[src/rtl/rt4_pkg.sv]
package rt4_pkg;
  typedef enum logic [1:0] {
    ST_LOAD = 2'b00,
    ST_SHUP = 2'b01,
    ST_MIX  = 2'b10,
    ST_SHDN = 2'b11
  } rt4_state_e;
endpackage

[src/rtl/rt4_mux4.sv]
module rt4_mux4 (
  input  logic [1:0] sel,
  input  logic       d0,
  input  logic       d1,
  input  logic       d2,
  input  logic       d3,
  output logic       y
);
  always_comb begin
    unique case (sel)
      2'd0:    y = d0;
      2'd1:    y = d1;
      2'd2:    y = d2;
      default: y = d3;
    endcase
  end
endmodule

[src/rtl/rt4_ctrl.sv]
module rt4_ctrl
  import rt4_pkg::*;
(
  input  logic       clk,
  input  logic       rst,
  input  logic       a_dec,
  input  logic       x0_dec,
  output rt4_state_e state
);
  rt4_state_e nxt;

  always_comb begin
    unique case (state)
      ST_LOAD: nxt = a_dec  ? ST_SHUP : ST_MIX;
      ST_SHUP: nxt = x0_dec ? ST_SHDN : ST_MIX;
      default: nxt = ST_LOAD;
    endcase
  end

  always_ff @(posedge clk) begin
    if (rst) state <= ST_LOAD;
    else     state <= nxt;
  end
endmodule

[src/rtl/rt4_dpath.sv]
module rt4_dpath #(
  parameter int W = 3
) (
  input  logic         clk,
  input  logic         rst,
  input  logic [1:0]   sel,
  input  logic [W-1:0] ld,
  output logic [W-1:0] q
);
  localparam int TOP = W - 1;

  logic [W-1:0] d;
  logic         all_ones;

  assign all_ones = &q;

  for (genvar i = 0; i < W; i++) begin : g_bit
    logic up_leg, mix_leg, dn_leg;

    if (i == 0) begin : g_lo
      assign up_leg = 1'b0;
    end else begin : g_lo
      assign up_leg = q[i-1];
    end

    if (i == TOP) begin : g_hi
      assign mix_leg = all_ones;
      assign dn_leg  = 1'b0;
    end else begin : g_hi
      assign mix_leg = q[i] ^ q[i+1];
      assign dn_leg  = q[i+1];
    end

    rt4_mux4 u_mux (
      .sel (sel),
      .d0  (ld[i]),
      .d1  (up_leg),
      .d2  (mix_leg),
      .d3  (dn_leg),
      .y   (d[i])
    );

    always_ff @(posedge clk) begin
      if (rst) q[i] <= 1'b0;
      else     q[i] <= d[i];
    end
  end
endmodule

[src/rtl/rt4_seq_top.sv]
module rt4_seq_top
  import rt4_pkg::*;
#(
  parameter int W = 3
) (
  input  logic         clk,
  input  logic         rst,
  input  logic [W-1:0] x_in,
  input  logic         a_in,
  output logic [W-1:0] b_q,
  output logic [1:0]   st_q
);
  rt4_state_e state;

  rt4_ctrl u_ctrl (
    .clk    (clk),
    .rst    (rst),
    .a_dec  (a_in),
    .x0_dec (x_in[0]),
    .state  (state)
  );

  rt4_dpath #(.W(W)) u_dp (
    .clk (clk),
    .rst (rst),
    .sel (state),
    .ld  (x_in),
    .q   (b_q)
  );

  assign st_q = state;
endmodule

[config.mk]
export PLATFORM = sky130hd
export DESIGN_NAME = rt4_seq_top
export DESIGN_NICKNAME = d
export VERILOG_FILES = /design/src/rtl/rt4_pkg.sv /design/src/rtl/rt4_mux4.sv /design/src/rtl/rt4_ctrl.sv /design/src/rtl/rt4_dpath.sv /design/src/rtl/rt4_seq_top.sv
export SDC_FILE = /design/constraint.sdc
export NUM_CORES = 1
export LEC_CHECK = 0
export ABC_AREA = 1
export BUFFER_PORTS_ARGS = -buffer_cell sky130_fd_sc_hd__buf_2
export CAP_MARGIN = 20
export CORE_AREA = 2 2 39 41
export CTS_BUF_LIST = sky130_fd_sc_hd__clkbuf_8
export CTS_CLUSTER_SIZE = 8
export DETAILED_ROUTE_END_ITERATION = 10
export DIE_AREA = 0 0 41 43
export PLACE_DENSITY = 0.61
export SLEW_MARGIN = 20
export SYNTH_ARGS = -nofsm -noshare
export SYNTH_HDL_FRONTEND = slang
export SYNTH_HIERARCHICAL = 1
export SYNTH_SLANG_ARGS = --single-unit
[constraint.sdc]
create_clock -name clk -period 3.1 [get_ports clk]
set_input_delay 0.62 -clock clk [delete_from_list [all_inputs] [get_ports clk]]
set_output_delay 0.62 -clock clk [all_outputs]
set_load 0.01 [all_outputs]
==> results of run 1 <==
-- per-layer routing --
layer / GRT usage (%) / vias to the layer above / wire length, µm
met1: 10.9 / 146 / 327
met2: 14.1 / 11 / 300
li1: - / 210 / -
met5: 0 / - / 0
met4: 8.00 / 0 / 0
met3: 6.28 / 0 / 45
-- logic make-up (layout without fill, tap and decap cells) --
| logic type | Yosys count | in the layout | share of synthesized area [%] |
|---|---|---|---|
| AO/OA/AOI/OAI | 2 | 2 | 3.62 |
| adder cells (fa/ha/maj) | 1 | 1 | 3.29 |
| buffers and inverters | 30 | 41 | 32.6 |
| flip-flops | 5 | 5 | 26.3 |
| other | 1 | 2 | 0.986 |
| AND/OR/NAND/NOR | 31 | 31 | 33.2 |
-- worst reg2reg max path, cell delays in order (launching register included) --
cell and delay (ns):
dfxtp_1 0.41, ha_1 0.28, inv_2 0.05, nand2_1 0.04
nand3_1 0.06, nand2_1 0.06, inv_1 0.05, nor2_1 0.03
-- registers in the layout, summed over array words and instances, names as in the netlist --
register / flops
u_ctrl/state: 2
u_dp/g_bit.dn_leg: 2
u_dp/g_bit.up_leg: 1
-- cells in the final DEF, fill, tap and decap left out --
master / instances
a21oi_2: 1
clkinv_1: 3
a21oi_1: 1
nand2_1: 21
nand3_1: 6
inv_2: 6
buf_2: 10
ha_1: 1
clkbuf_8: 3
conb_1: 2
nor2_1: 3
nand2_2: 1
dfxtp_1: 5
inv_1: 19
-- final timing paths --
path | from | end | slack [ns] | cells past startpoint
worst max-delay path | u_ctrl/state[0] | st_q[0] | 1.56 | 1
worst min-delay path | rst | u_dp/g_bit[0].dn_leg | 0.60 | 2
worst max register to register | u_dp/g_bit[0].dn_leg | u_dp/g_bit[1].up_leg | 2.02 | 7
worst min register to register | u_ctrl/state[0] | u_ctrl/state[0] | 0.61 | 2
-- metrics by stage --
stage          worst slack, ns  hold WS, ns
2_1_floorplan             1.96        0.600
3_3_place_gp              1.79        0.608
3_5_place_dp              1.78        0.612
4_1_cts                   1.54        0.593
5_1_grt                   1.48        0.600
6_report                  1.56        0.598
-- power by group --
part / internal, mW / switching [mW] / leakage [nW]
Sequential: 0.0709 / 0.00938 / 0.0415
Combinational: 0.0212 / 0.0276 / 0.222
Clock: 0.0848 / 0.0315 / 0.0269
Total: 0.177 / 0.0685 / 0.290
-- final cells by class --
type / instances / area [µm²]
fill: 162 / 907
inverter: 27 / 101
sequential: 5 / 100
timing repair buffer: 10 / 50.0
clock buffer: 3 / 41.3
clock inverter: 1 / 3.75
tap: 16 / 20.0
multi-input combinational: 36 / 160
==> impl_results.md, run 1 <==
* Tcrit/Tclk final at between 40% and 50%
* Tmin final at 1.54 ns
* Top cells by area, synth: dfxtp_1, nand2_1, inv_1
* CTS Hold Bufs at 0
* CTS tree: done
* Core area at 1380 µm²
* Predominant post-synthesis flop cell: dfxtp_1
* Setup TNS at 0 ns
* Top-area cell type share of the netlist area at about a quarter
* Cell Rows at 14
* Drt drc at 0
* Total GRT Usage at 10.3%
* CP endpoint kind: output port
* Die W at between 40 and 50 µm
* Post-route insts no fill at a little under 100
* Largest net degree at the start of global routing at 13
* Root Buffer: clkbuf_8
* Clk_lat worst skew at 0.22 ns
* Crit path buffers/inverters at 1
* Number of flops mapped to enable cells by yosys at 0
* Number of antenna violations at the first check in global routing at 0
* Delay-heaviest family, CP: flip-flops
* CTS sink cnt at 5
* Fin util at around 34%
* Critical path's slowest cell: dfxtp_1
* Post-CTS Setup Bufs at 0
* Initial Util at 27.5%
* DR iter-0 viols at 10
* Synth Cell Area at about 380 µm²
* Pwr dens at between 500 and 600 nW/µm²
* Ys Warns at 6
* DP Cell Count at 94
* Most frequent cells after synthesis: nand2_1, inv_1, inv_2, nand3_1, dfxtp_1
* GR Overflow Total at 0
* Final net count at 90
* Peak Freq at 648 MHz
* Netlist cell types at 13
* CP Max Fanout at 12
* Seq/Total Area, Yosys at 26.3%
* Average size of a mapped cell at 5.43 µm²
* Die height at roughly 43 µm
* Slew Viols, Final at 0
* Unrepaired setup endpoints after global routing: no
* Final Setup Violations at 0
* Num CTS Buffers at 3
* Area Growth Syn to Fin at 25.3%
* Number of nets with antenna violations after routing at 0
* CP Class: flop to output port
* Total wire length at ~670 µm
* Hold WC Path Type: primary input to flop
* Count leader, synth: nand2_1
* Synth Instances at 70
* Clock skew at 0.000270 ns
* Cell area after layout at approximately 480 µm²
* Top cell type by total area after synthesis: dfxtp_1
* Hold Vio Cnt, Final at 0
* CTS H-tree depth at 1
* PostCTS Resize Cnt at 0
* Total power at approximately 0.25 mW
* Global-route wire length before repair at about 1200 µm
* Ys async rst share at 0%
* Vias at about 370
* VDD IR-drop max at 0.351 mV
* Area after DPL at approximately 430 µm²
* Layout cell share with drive strength beyond 1 at about a quarter
* Die footprint at approximately 1800 µm²
* DP Wirelength at around 530 µm
* Pre-antenna DRT Iters at 4
* Gpl congestion at 0.690
* Lkg Pwr at between 0.2 and 0.3 nW
* Clock buffer depth at 2
* Drt wl/cell at a little under 7 µm
* Avg Vias per Cell at roughly 3.7
* Startpoint Class: flop
* Crit path arrival time at 0.92 ns
* Outcome: finished clean
* Crit-path cells: buf_2
* N_diodes at 0
* Clock transition at path regs at approximately 0.03 ns
* CP Data Required Time at approximately 2.5 ns
* Max-Cap Viols at 0
* CP max stage delay at approximately 0.5 ns
* Vias in the first global route at approximately 310
* Io pins at 11
* Port bufs at 10
* Seq cells post-synth at 5
Note: power is estimated with default switching activity, not from simulation.
==> inputs of run 2 (changes only) <==
--- a/config.mk
+++ b/config.mk
@@ -13,7 +13,7 @@
 export CTS_CLUSTER_SIZE = 8
 export DETAILED_ROUTE_END_ITERATION = 10
 export DIE_AREA = 0 0 41 43
-export PLACE_DENSITY = 0.61
+export PLACE_DENSITY = 0.63
 export SLEW_MARGIN = 20
 export SYNTH_ARGS = -nofsm -noshare
 export SYNTH_HDL_FRONTEND = slang
==> constraint.sdc (replaced) <==
create_clock -name clk -period 1.28 [get_ports clk]
set_input_delay 0.256 -clock clk [delete_from_list [all_inputs] [get_ports clk]]
set_output_delay 0.256 -clock clk [all_outputs]
set_load 0.01 [all_outputs]
==> impl_results.md, run 2 (synthesized netlist as in run 1, its figures left out) <==
* Fin util at 34.4% (unchanged)
* Hold_ws at 0.232 ns (-0.366 ns)
* CTS sink cnt at 5 (unchanged)
* FF-to-FF path depth at 7 (unchanged)
* Tmin final at around 1.2 ns
* CTS Hold Bufs at 0 (unchanged)
* Io pins at 11 (unchanged)
* N_diodes at 0 (unchanged)
* Tcrit/Tclk final at a little over nine tenths
* Crit-path cells: buf_2
* Clock buffer depth at 2 (unchanged)
* Area Growth Syn to Fin at 25.3% (unchanged)
* Final net count at 90 (unchanged)
* DR iter-0 viols at 3 (-7)
* Worst setup path endpoint: st_q[0]
* Met3 Resource Use GR at 6.28% (unchanged)
* Die height at 43 µm (unchanged)
* CP Data Required Time at 1.02 ns (-1.46 ns)
* Core area at 1380 µm² (unchanged)
* Startpoint Class: flop
* Lkg Pwr at 0.290 nW (unchanged)
* GR Layer Usage met2 at 13.1% (-0.94 points)
* CP max stage delay at 0.54 ns (+0.04 ns)
* Global-route wire length before repair at 1000 µm (-14%)
* Total wire length at 658 µm (-2.1%)
* Pre-antenna DRT Iters at 2 (-2)
* Drt wl/cell at 6.71 µm (-2.1%)
* Vias at 373 (+1.6%)
* Die W at 41 µm (unchanged)
* Vias in the first global route at 277 (-11%)
* Slew Viols, Final at 0 (unchanged)
* Clock skew at 0.00112 ns (+0.000851 ns)
* M1 GR Usage at 9.65% (-1.3 points)
* Commonest non-fill, non-tap cell in the layout: nand2_1
* Number of antenna violations at the first check in global routing at 0 (unchanged)
* Setup ws final at 0.0634 ns (-1.49 ns)
* CP endpoint kind: output port
* Unrepaired setup endpoints after global routing: no
* Most frequent cells in the layout: nand2_1, inv_1, buf_2, inv_2, nand3_1
* Port bufs at 10 (unchanged)
* Cell area after layout at 477 µm² (unchanged)
* Delay-heaviest family, CP: flip-flops
* Peak Freq at around 820 MHz
* Setup TNS at 0 ns (unchanged)
* Gpl congestion at 0.662 (-4.0%)
* CP Class: flop to output port
* Max-Cap Viols at 0 (unchanged)
* Crit path buffers/inverters at 1 (unchanged)
* Final Setup Violations at 0 (unchanged)
* Hold WC Path Type: primary input to flop
* Setup WS pre-CTS at 0.228 ns (-1.55 ns)
* PostCTS Resize Cnt at 0 (unchanged)
* Hold Vio Cnt, Final at 0 (unchanged)
* Area after DPL at 432 µm² (unchanged)
* Post-CTS Setup Bufs at 0 (unchanged)
* Total GRT Usage at 8.43% (-1.9 points)
* DP Wirelength at 503 µm (-5.4%)
* Root Buffer: clkbuf_8
* CTS H-tree depth at 1 (unchanged)
* Worst R2R End: u_dp/g_bit[1].up_leg
* Critical path's slowest cell: dfxtp_1
* Fillers at 164 (+1.2%)
* Crit path arrival time at 0.96 ns (+0.04 ns)
* Pwr dens at 1230 nW/µm² (+140%)
* Number of nets with antenna violations after routing at 0 (unchanged)
* Num CTS Buffers at 3 (unchanged)
* GR Overflow Total at 0 (unchanged)
* CTS tree: done
* Drt drc at 0 (unchanged)
* Worst setup path startpoint: u_ctrl/state[0]
* Largest net degree at the start of global routing at 13 (unchanged)
* Clock transition at path regs at 0.03 ns (about the same)
* VDD IR-drop max at 0.991 mV (+180%)
* Grt peak-use layer: met2
* Cell Rows at 14 (unchanged)
* Die footprint at 1760 µm² (unchanged)
* R2R Setup Slk at 0.22 ns (-1.80 ns)
* FF-to-FF Start: u_dp/g_bit[0].dn_leg
* Initial Util at 27.5% (unchanged)
* Critical path depth in cells at 1 (unchanged)
* Outcome: finished clean
* Avg Vias per Cell at 3.81 (+1.6%)
* Layout cell share with drive strength beyond 1 at 25.6% (unchanged)
* CP Max Fanout at 12 (unchanged)
* Clk_lat worst skew at 0.22 ns (about the same)
## run 2: cell type report
type	count	area (µm²)	area share, %
Multi-Input combinational cell	36	160	33.6
Inverter	27	101	21.3
Sequential cell	5	100	21.0
Timing Repair Buffer	10	50.0	10.5
Clock buffer	3	41.3	8.66
Tap cell	16	20.0	4.20
Clock inverter	1	3.75	0.787
## run 2: worst min-delay path by stage
stage               from  cells after the start              endpoint
global placement    a_in                      2       u_ctrl/state[1]
floorplan            rst                      1  u_dp/g_bit[0].dn_leg
CTS                 a_in                      2       u_ctrl/state[1]
detailed placement  a_in                      2       u_ctrl/state[1]
global route        a_in                      2       u_ctrl/state[1]
finish              a_in                      2       u_ctrl/state[1]
## run 2: per-stage QoR
| stage | instances | total power, mW |
|---|---|---|
| 2_1_floorplan | 71 | 0.289 |
| 3_3_place_gp | 94 | 0.312 |
| 3_5_place_dp | 94 | 0.315 |
| 4_1_cts | 98 | 0.598 |
| 5_1_grt | 98 | 0.630 |
| 6_report | 98 | 0.589 |
## run 2: metal layers
metal | routed length [µm] | share of wire, %
met1 | 311 | 47
met3 | 56 | 8.5
met4 | 0 | 0
met5 | 0 | 0
met2 | 290 | 44
## run 2: report_power, final
| part | leakage, nW | internal [mW] | switching, mW |
|---|---|---|---|
| registers | 0.0415 | 0.172 | 0.0241 |
| clock network | 0.0269 | 0.205 | 0.0722 |
| logic | 0.222 | 0.0510 | 0.0646 |
